==> config.mk <==
export PLATFORM = sky130hd
export DESIGN_NAME = pkt_hdr_ecc
export DESIGN_NICKNAME = d
export VERILOG_FILES = /design/src/rtl/pkt_hdr_ecc_pkg.sv /design/src/rtl/pkt_hdr_ecc_syndrome.sv /design/src/rtl/pkt_hdr_ecc_decode.sv /design/src/rtl/pkt_hdr_ecc_stats.sv /design/src/rtl/pkt_hdr_ecc.sv
export SDC_FILE = /design/constraint.sdc
export NUM_CORES = 1
export LEC_CHECK = 0
export BUFFER_PORTS_ARGS = -buffer_cell sky130_fd_sc_hd__buf_2
export CAP_MARGIN = 30
export CORE_AREA = 3 3 136 72
export CTS_BUF_LIST = sky130_fd_sc_hd__clkbuf_16
export CTS_CLUSTER_SIZE = 24
export DETAILED_ROUTE_END_ITERATION = 10
export DIE_AREA = 0 0 139 75
export PLACE_DENSITY = 0.71
export SYNTH_ARGS = -nofsm -noshare
export SYNTH_HDL_FRONTEND = slang
export SYNTH_SLANG_ARGS = --single-unit
export TNS_END_PERCENT = 100
==> constraint.sdc <==
create_clock -name clk -period 9.65 [get_ports clk]
set_input_delay 1.4475 -clock clk [delete_from_list [all_inputs] [get_ports clk]]
set_output_delay 1.4475 -clock clk [all_outputs]
set_load 0.02 [all_outputs]
==> src/rtl/pkt_hdr_ecc_pkg.sv <==
// Shared definitions for the packet header check/repair block.
// Assumes the fixed 24-data-bit, 6-check-bit header code of the link.
package pkt_hdr_ecc_pkg;

    localparam int HDR_W  = 32;
    localparam int DATA_W = 24;
    localparam int PAR_W  = 6;

    // Outcome of syndrome decoding.
    typedef enum logic [1:0] {
        SYN_CLEAN  = 2'd0,
        SYN_DATA   = 2'd1,
        SYN_PARITY = 2'd2,
        SYN_MULTI  = 2'd3
    } syn_kind_e;

    // Decoded header fields in output order.
    typedef struct packed {
        logic [15:0] wc;
        logic [1:0]  vc;
        logic [5:0]  dt;
    } hdr_fields_t;

    // Column code of protected bit idx: which check bits it feeds.
    function automatic logic [PAR_W-1:0] col_code(input int unsigned idx);
        logic [PAR_W-1:0] c;
        case (idx)
            0:  c = 6'h07;  1:  c = 6'h0B;  2:  c = 6'h0D;  3:  c = 6'h0E;
            4:  c = 6'h13;  5:  c = 6'h15;  6:  c = 6'h16;  7:  c = 6'h19;
            8:  c = 6'h1A;  9:  c = 6'h1C;  10: c = 6'h23;  11: c = 6'h25;
            12: c = 6'h26;  13: c = 6'h29;  14: c = 6'h2A;  15: c = 6'h2C;
            16: c = 6'h31;  17: c = 6'h32;  18: c = 6'h34;  19: c = 6'h38;
            20: c = 6'h1F;  21: c = 6'h2F;  22: c = 6'h37;  23: c = 6'h3B;
            default: c = '0;
        endcase
        return c;
    endfunction

endpackage

==> src/rtl/pkt_hdr_ecc_syndrome.sv <==
// Recomputes the check bits over the protected header bits and forms
// the syndrome against the received check bits. Purely combinational.
// Assumes data and check widths from the package.
module pkt_hdr_ecc_syndrome
    import pkt_hdr_ecc_pkg::*;
(
    input  logic [DATA_W-1:0] data_bits,
    input  logic [PAR_W-1:0]  rx_check,
    output logic [PAR_W-1:0]  syndrome
);

    logic [PAR_W-1:0] calc_check;

    for (genvar k = 0; k < PAR_W; k++) begin : g_par
        // XOR together every protected bit whose column feeds check bit k.
        always_comb begin
            logic             acc;
            logic [PAR_W-1:0] code;
            acc = 1'b0;
            for (int i = 0; i < DATA_W; i++) begin
                code = col_code(i);
                if (code[k]) acc = acc ^ data_bits[i];
            end
            calc_check[k] = acc;
        end
    end

    // Syndrome is the difference between computed and received checks.
    always_comb syndrome = calc_check ^ rx_check;

endmodule

==> src/rtl/pkt_hdr_ecc_decode.sv <==
// Maps a syndrome onto a repair mask and an outcome class.
// Zero: clean. One bit set: check-bit error only. Equal to a column
// code: that data bit flipped. Anything else: unrepairable, no mask.
module pkt_hdr_ecc_decode
    import pkt_hdr_ecc_pkg::*;
(
    input  logic [PAR_W-1:0]  syndrome,
    output logic [DATA_W-1:0] flip_mask,
    output syn_kind_e         kind
);

    logic [DATA_W-1:0] hit;

    for (genvar i = 0; i < DATA_W; i++) begin : g_match
        // Compare the syndrome against the column code of bit i.
        always_comb hit[i] = (syndrome == col_code(i));
    end

    // Classify the syndrome and release the mask only for data errors.
    always_comb begin
        flip_mask = '0;
        if (syndrome == '0) begin
            kind = SYN_CLEAN;
        end else if ($countones(syndrome) == 1) begin
            kind = SYN_PARITY;
        end else if (hit != '0) begin
            kind      = SYN_DATA;
            flip_mask = hit;
        end else begin
            kind = SYN_MULTI;
        end
    end

endmodule

==> src/rtl/pkt_hdr_ecc_stats.sv <==
// Saturating event counters and a sticky uncorrectable flag with a
// write-one-to-clear port. A set in the same cycle as a clear wins.
module pkt_hdr_ecc_stats #(
    parameter int CNT_W = 16
) (
    input  logic             clk,
    input  logic             rst_n,
    input  logic             evt_corr,
    input  logic             evt_uncorr,
    input  logic             clr_wr,
    input  logic             clr_data,
    output logic [CNT_W-1:0] corr_count,
    output logic [CNT_W-1:0] uncorr_count,
    output logic             err_sticky
);

    localparam int NUM_CNT = 2;
    localparam logic [CNT_W-1:0] CNT_MAX = '1;

    logic [NUM_CNT-1:0] evt;
    assign evt = {evt_uncorr, evt_corr};

    for (genvar g = 0; g < NUM_CNT; g++) begin : g_cnt
        logic [CNT_W-1:0] q;
        // Count events of class g, holding at the top value.
        always_ff @(posedge clk) begin
            if (!rst_n)                      q <= '0;
            else if (evt[g] && q != CNT_MAX) q <= q + 1'b1;
        end
    end

    assign corr_count   = g_cnt[0].q;
    assign uncorr_count = g_cnt[1].q;

    // Sticky flag: set by an unrepairable header, cleared by writing one.
    always_ff @(posedge clk) begin
        if (!rst_n)                  err_sticky <= 1'b0;
        else if (evt_uncorr)         err_sticky <= 1'b1;
        else if (clr_wr && clr_data) err_sticky <= 1'b0;
    end

endmodule

==> src/rtl/pkt_hdr_ecc.sv <==
// Packet header check and repair, top level. Takes one 32-bit header per
// strobe and returns the repaired fields one clock later with status
// pulses. Assumes the check bits sit in [29:24]; bits [31:30] are unused.
module pkt_hdr_ecc
    import pkt_hdr_ecc_pkg::*;
#(
    parameter int CNT_W = 16
) (
    input  logic             clk,
    input  logic             rst_n,
    input  logic             hdr_valid,
    input  logic [31:0]      hdr_word,
    input  logic             clr_wr,
    input  logic             clr_data,
    output logic             out_valid,
    output logic [1:0]       out_vc,
    output logic [5:0]       out_dt,
    output logic [15:0]      out_wc,
    output logic             out_corrected,
    output logic             out_uncorrectable,
    output logic [CNT_W-1:0] corr_count,
    output logic [CNT_W-1:0] uncorr_count,
    output logic             err_sticky
);

    logic [DATA_W-1:0] data_bits;
    logic [PAR_W-1:0]  rx_check;
    logic [PAR_W-1:0]  syndrome;
    logic [DATA_W-1:0] flip_mask;
    syn_kind_e         kind;
    hdr_fields_t       fixed_fields;
    hdr_fields_t       fields_q;
    logic              is_corr;
    logic              is_uncorr;

    // Split the word into protected bits and received check bits.
    always_comb begin
        data_bits = hdr_word[DATA_W-1:0];
        rx_check  = hdr_word[DATA_W +: PAR_W];
    end

    pkt_hdr_ecc_syndrome u_syn (
        .data_bits (data_bits),
        .rx_check  (rx_check),
        .syndrome  (syndrome)
    );

    pkt_hdr_ecc_decode u_dec (
        .syndrome  (syndrome),
        .flip_mask (flip_mask),
        .kind      (kind)
    );

    // Apply the repair mask and classify the event for this strobe.
    always_comb begin
        fixed_fields = hdr_fields_t'(data_bits ^ flip_mask);
        is_corr      = hdr_valid && (kind == SYN_DATA || kind == SYN_PARITY);
        is_uncorr    = hdr_valid && (kind == SYN_MULTI);
    end

    // Output stage: one register, fields update only on a strobe.
    always_ff @(posedge clk) begin
        if (!rst_n) begin
            out_valid         <= 1'b0;
            out_corrected     <= 1'b0;
            out_uncorrectable <= 1'b0;
            fields_q          <= '0;
        end else begin
            out_valid         <= hdr_valid;
            out_corrected     <= is_corr;
            out_uncorrectable <= is_uncorr;
            if (hdr_valid) fields_q <= fixed_fields;
        end
    end

    // Present the stored fields on separate ports.
    always_comb begin
        out_vc = fields_q.vc;
        out_dt = fields_q.dt;
        out_wc = fields_q.wc;
    end

    pkt_hdr_ecc_stats #(.CNT_W(CNT_W)) u_stats (
        .clk          (clk),
        .rst_n        (rst_n),
        .evt_corr     (is_corr),
        .evt_uncorr   (is_uncorr),
        .clr_wr       (clr_wr),
        .clr_data     (clr_data),
        .corr_count   (corr_count),
        .uncorr_count (uncorr_count),
        .err_sticky   (err_sticky)
    );

endmodule

==> summary.md, run 1 <==
| Metric | Value |
|---|---|
| Most frequent CP cell | xnor2_1 |
| Postcts setup bufs | 0 |
| Die Area | 10400 um2 |
| Design Power | 1.45 mW |
| Post-DR wirelength/cell | ~15 um |
| Num CTS Buffers | 9 |
| Final period util | about 77% |
| Htree depth | 3 |
| Highest Clock Rate | roughly 130 MHz |
| Gpl congestion | between 0.8 and 0.9 |
| Hold WS | approximately 0.46 ns |
| DR vias | 3372 |
| Final #Nets | 575 |
| Clk root buf | clkbuf_16 |
| Vias in the first global route | ~3000 |
| Endpoint type of the worst setup path | register |
| Area growth syn-to-layout | 22.2% |
| Placed cell area | between 4000 and 5000 um2 |
| Die Span X | 139 um |
| Synthesized Nets | 489 |
| Final Core Density | 55.0% |
| Netlist cell types | 50 |
| Hold Buf Count CTS | 0 |
| IO Pins | 97 |
| Gr usage total | 18.3% |
| Critical Path AT | approximately 7.7 ns |
| RSZ-0062 raised after global routing | false |
| Cell Area, Synth | ~4000 um2 |
| TNS Setup | 0 ns |
| Later-pin clock latency in the skew report | between 0.3 and 0.4 ns |
| Synth top area cells | dfxtp_1 31%, xnor2_1 12%, o21ai_0 6.0% |
| Ys flop type | dfxtp_1 |
| Slowest stage delay, CP | a little under 0.8 ns |
| Post-CTS Resized | 0 |
| Async set-reset flop share out of synthesis | 0% |
| Synth cell count leaders | 60 x dfxtp_1, 52 x xnor2_1, 47 x o21ai_0 |
| Largest net degree at the start of global routing | about 60 |
| CTS tree | done |
| Critical path's top delay family | simple AND/OR/NAND/NOR gates |
| Clock Pin Slew Worst Setup and Hold Paths | ~0.050 ns |
| First-pass GRT wire length | roughly 15 mm |
| Gr ovfl total | 0 |
| Cell count after synthesis | approximately 440 |
| Outcome | finished clean |
| Synth area leader | dfxtp_1 |
| CP max stage cell | or4b_2 |
| Rows | 24 |
| Fin worst setup slack | roughly 2.2 ns |
| Antenna fix cells | 0 |
| IO buf count | 94 |
| #FFs+latches synth | 60 |
| Initial core utilization | a little under half |
| Post-DP HPWL | 7.16 mm |
| YS warnings | 0 |
| Seq/Total Area, Yosys | between 30 and 40% |
| Number of synthesized flops with an enable pin | 0 |
| Initial antenna violation count | 0 |
| WS Path Type | in -> reg |
| Placed Instances | 630 |
| Crit path required time | 9.87 ns |
| Layout Cells excl Fill | roughly 650 |
| Bufs and invs on worst path | 2 |
| Post-route DRC | 0 |
| Final setup fails | 0 |
| Final hold viol count | 0 |
| # clock sinks | 60 |
| Drt first-iter violations | about 200 |
| Die Y | about 75 um |
| Core area | 8650 um2 |
| Crit-path max FO | 11 |
| Layout cells sized above 1 | between 20% and 30% |
| Buffer depth of the longest clock path | 2 |
| Post-synth top area share | 30.8% |
| CP Cell Sequence | buf_2, xor2_1, xnor2_1, xnor2_1, xnor2_1, xnor2_1, inv_1, ha_1, ha_1, a21boi_2, nor2_1, ha_1, or4b_2, nor2_1, nand2_1, o31ai_1, ha_1, nand2_1, a31oi_1, nand4_1, nor2_1, nand4_1, xnor2_1, and2_1 |
| Placement Setup Slack | between 1.5 and 2 ns |
| Fin area | approximately 4800 um2 |
| Worst setup SP type | input port |
| Syn_area_per_cell | 8.89 um2 |
| Final Critical Period | 7.45 ns |
| Peak supply drop | 150 uV |
| Slew headroom | 44.8% |
| Clock Skew | ~0.0048 ns |
| Worst Hold Class | reg -> reg |
| P_leak | 2.04 nW |
| DR pass1 iterations | 5 |
| Total wire length | ~9.7 mm |
| Remaining antenna violation count after routing | 0 |
| Count leader, synth | dfxtp_1 |
| Maximum Capacitance Violations | 0 |
| PwrDens | just over 300 nW/um2 |
| Max-slew violations | 0 |
| Vias per inst | between 5 and 6 |
| Worst Max-Slew Pin Slew | 0.828 ns |
cells in the final DEF (no fill, tap or decap), drive strengths merged, types with 6 or more instances in the layout:
cell type  Yosys  routed
xnor2         57      57
inv           14      15
o2111ai       10      10
buf            4      94
nand3         17      17
and2          30      30
xor2          26      26
a21oi         16      16
o21ai         49      49
nor2          16      16
dfxtp         60      60
a31oi         17      17
clkbuf        15       9
nand4          7       7
a21boi         6       6
and3           6       6
nand2         31      31
ha            13      13
or3           17      17
worst reg2reg max path, delay by kind of cell (launching register included):
family                    cells  cell delay, ns
and+or+nand+nor               6            1.42
AOI/OAI and AO/OA             1            0.48
DFF                           1            0.35
xor gates and xnor gates      1            0.14
path summary, 6_finish.rpt:
check                                             start                 endpoint  slack, ns  cells after the start
worst min register to register       u_stats.err_sticky       u_stats.err_sticky       0.46                      2
worst max-delay path                       hdr_word[21]  u_stats.uncorr_count[9]       2.20                     24
worst max register to register  u_stats.uncorr_count[7]  u_stats.uncorr_count[9]       7.16                      8
worst min-delay path                 u_stats.err_sticky       u_stats.err_sticky       0.46                      2
routing by layer:
layer,share of wire (%),global-route usage [%]
met5,0,0
met4,1.8,6.07
met3,4.0,3.87
met2,48,31.3
met1,47,23.9
flip-flops by register name, indices dropped and copies added (netlist names):
signal / flops
out_wc: 16
u_stats.corr_count: 16
u_stats.uncorr_count: 16
out_dt: 6
out_vc: 2
out_corrected: 1
out_uncorrectable: 1
out_valid: 1
u_stats.err_sticky: 1
logic make-up (layout without fill, tap and decap cells):
family / count (synthesis) / count (layout) / share of synthesized area (%)
buffers and inverters: 33 / 124 / 3.50
AND/OR/NAND/NOR: 133 / 133 / 18.3
multiplexers: 3 / 3 / 1.09
XOR/XNOR: 90 / 90 / 24.8
flip-flops: 60 / 60 / 30.8
AO/OA/AOI/OAI: 105 / 105 / 16.7
adder cells (fa/ha/maj): 14 / 14 / 4.69
power breakdown:
part | internal (mW) | switching (mW) | leakage (nW) | total [mW]
sequential | 0.268 | 0.0105 | 0.491 | 0.279
clock | 0.249 | 0.108 | 0.166 | 0.357
combinational | 0.286 | 0.526 | 1.39 | 0.812
area by class of cell:
type                       count  area [um2]
clock inverter                 7         106
multi-input combinational    345        2560
clock buffer                   9         225
sequential                    60        1200
timing repair buffer          94         470
tap                          117         146
fill                         809        3890
inverter                      14        52.6
(Power assumes the default switching activity.)
==> inputs of run 2 (changes only) <==
==> constraint.sdc (replaced) <==
create_clock -name clk -period 6.98 [get_ports clk]
set_input_delay 1.047 -clock clk [delete_from_list [all_inputs] [get_ports clk]]
set_output_delay 1.047 -clock clk [all_outputs]
set_load 0.02 [all_outputs]
==> run 2 against run 1 <==
Combinational power grew 43%. Critical endpoint unchanged. Sequential power grew 38%. Largest power group unchanged. Die area unchanged.
==> summary.md, run 2 (synthesis results as in run 1) <==
| Metric | Value |
|---|---|
| Outcome | finished clean |
| Post-CTS Resized | 0 (unchanged) |
| Final setup fails | 0 (unchanged) |
| IO Pins | 97 (unchanged) |
| Initial antenna violation count | 0 (unchanged) |
| CTS tree | done |
| Final hold viol count | 0 (unchanged) |
| Gpl congestion | 0.924 (+5.1%) |
| Remaining antenna violation count after routing | 0 (unchanged) |
| FF/Latch Area | 1200 um2 (unchanged) |
| Design Power | 2.03 mW (+40%) |
| Routed wl met3 | 527 um (+36%) |
| DR pass1 iterations | 5 (unchanged) |
| Critical Path AT | 6.43 ns (-1.24 ns) |
| RSZ-0062 raised after global routing | false |
| WS Path Type | in -> reg |
| Post-route DRC | 0 (unchanged) |
| Die Y | 75 um (unchanged) |
| Layout cells sized above 1 | 24.4% (+0.81 points) |
| Multi-input gate area | 2560 um2 (unchanged) |
| Most common cell after layout, fill and taps aside | buf_2 |
| Worst Hold Class | reg -> reg |
| Later-pin clock latency in the skew report | 0.32 ns (about the same) |
| Slowest stage delay, CP | 0.76 ns (about the same) |
| Core area | 8650 um2 (unchanged) |
| Gr usage total | 18.9% (+0.55 points) |
| Final period util | between 80% and 90% |
| WL met2 | 4.56 mm (-1.0%) |
| Vias per inst | 5.25 (+0.51%) |
| Final Critical Period | between 6 and 7 ns |
| Slew headroom | 46.7% (+1.8 points) |
| Postcts setup bufs | 0 (unchanged) |
| Hold Buf Count CTS | 0 (unchanged) |
| Area growth syn-to-layout | 22.9% |
| Vias in the first global route | 3188 (+5.1%) |
| Total wire length | 9.75 mm (+0.59%) |
| First-pass GRT wire length | 15.9 mm (+4.0%) |
| Critical path's top delay family | simple AND/OR/NAND/NOR gates |
| Clock Skew | 0.00318 ns (-0.00162 ns) |
| Gr ovfl total | 0 (unchanged) |
| Endpoint type of the worst setup path | register |
| TNS Setup | 0 ns (unchanged) |
| DRT met1 WL | 4.47 mm (-1.3%) |
| Htree depth | 3 (unchanged) |
| Post-DR wirelength/cell | 15.0 um (+0.12%) |
| Peak supply drop | 182 uV (+22%) |
| Initial core utilization | 45.0% (unchanged) |
| Highest Clock Rate | roughly 160 MHz |
| Post-DP HPWL | 7.30 mm (+1.9%) |
| Max-slew violations | 0 (unchanged) |
| Commonest non-fill, non-tap cells in the layout | 94 x buf_2, 60 x dfxtp_1, 52 x xnor2_1, 47 x o21ai_0, 30 x nand2_1 |
| Drt first-iter violations | 307 (+57%) |
| Buffer depth of the longest clock path | 2 (unchanged) |
| P_leak | 2.06 nW (+0.87%) |
| IO buf count | 94 (unchanged) |
| Top layer in use | met4 |
| Num CTS Buffers | 9 (unchanged) |
| Filler cells | 826 (+2.1%) |
| DR vias | 3405 (+0.98%) |
| Maximum Capacitance Violations | 0 (unchanged) |
| Crit path required time | 7.19 ns (-2.68 ns) |
| Crit-path max FO | 10 (-1) |
| Worst setup SP type | input port |
| CP Cell Sequence | buf_2, xor2_2, xnor2_1, xnor2_1, xnor2_1, xor2_1, inv_1, ha_1, ha_1, a21boi_2, nor2_1, ha_1, or4b_2, nor2_1, nand2_1, o31ai_1, ha_1, nand2_1, a31oi_1, nand4_1, nor2_1, nand4_1, xnor2_1, and2_1 |
| Die Area | 10400 um2 (unchanged) |
| Die Span X | 139 um (unchanged) |
| # clock sinks | 60 (unchanged) |
| Clk root buf | clkbuf_16 |
| Final #Nets | 579 (+0.70%) |
| Antenna fix cells | 0 (unchanged) |
| Rows | 24 (unchanged) |
| Bufs and invs on worst path | 2 (unchanged) |
| Worst Max-Slew Pin Slew | 0.800 ns (-0.0276 ns) |
| Clock Pin Slew Worst Setup and Hold Paths | 0.05 ns (about the same) |
| CP max stage cell | or4b_2 |
| PwrDens | 425 nW/um2 (+40%) |
| Largest net degree at the start of global routing | 61 (unchanged) |
-- run 2: per-layer routing --
layer  GRT usage (%)  up-vias
li1                -     1708
met1            24.7     1584
met2            32.1       96
met3            4.63       17
met4            5.10        0
met5               0        -
-- run 2: cell type report --
class / count / area share, %
inverters: 14 / 1.10
flip-flops and latches: 60 / 25.1
repair buffers: 98 / 10.5
clock inverters: 6 / 2.17
clock buffers: 9 / 4.70
well taps: 117 / 3.06
multi-input cells: 345 / 53.4
-- run 2: worst paths after layout --
| check | start | endpoint | slack [ns] | cells after the start |
|---|---|---|---|---|
| max reg2reg | u_stats.corr_count[7] | u_stats.corr_count[14] | 4.85 | 8 |
| min reg2reg | u_stats.err_sticky | u_stats.err_sticky | 0.47 | 2 |
| min | u_stats.err_sticky | u_stats.err_sticky | 0.47 | 2 |
| max | hdr_word[8] | u_stats.uncorr_count[9] | 0.76 | 24 |
-- run 2: where the power goes --
part	leakage [nW]	switching, mW	internal [mW]
combinational	1.41	0.724	0.436
clock	0.163	0.144	0.343
sequential	0.491	0.0150	0.371
total	2.06	0.883	1.15
-- run 2: stage by stage --
stage               util [%]  setup WS (ns)  std cells  hold slack, ns  area [um2]
detailed placement      51.5          0.515        634           0.459        4460
floorplan                  -          0.955        438           0.538        3890
CTS                     55.4          0.820        649           0.466        4790
finish                  55.4          0.765        649           0.466        4790
global placement        51.5          0.624        634           0.458        4460
global route            55.4          0.321        649           0.515        4790
-- run 2: worst register-to-register path, cell delays in order (launching register included) --
cell,delay [ns]
dfxtp_1,0.39
and4_1,0.28
and4_1,0.24
and3_1,0.22
a31oi_2,0.12
and2_0,0.26
and3_1,0.23
xor2_1,0.13
and2_1,0.15
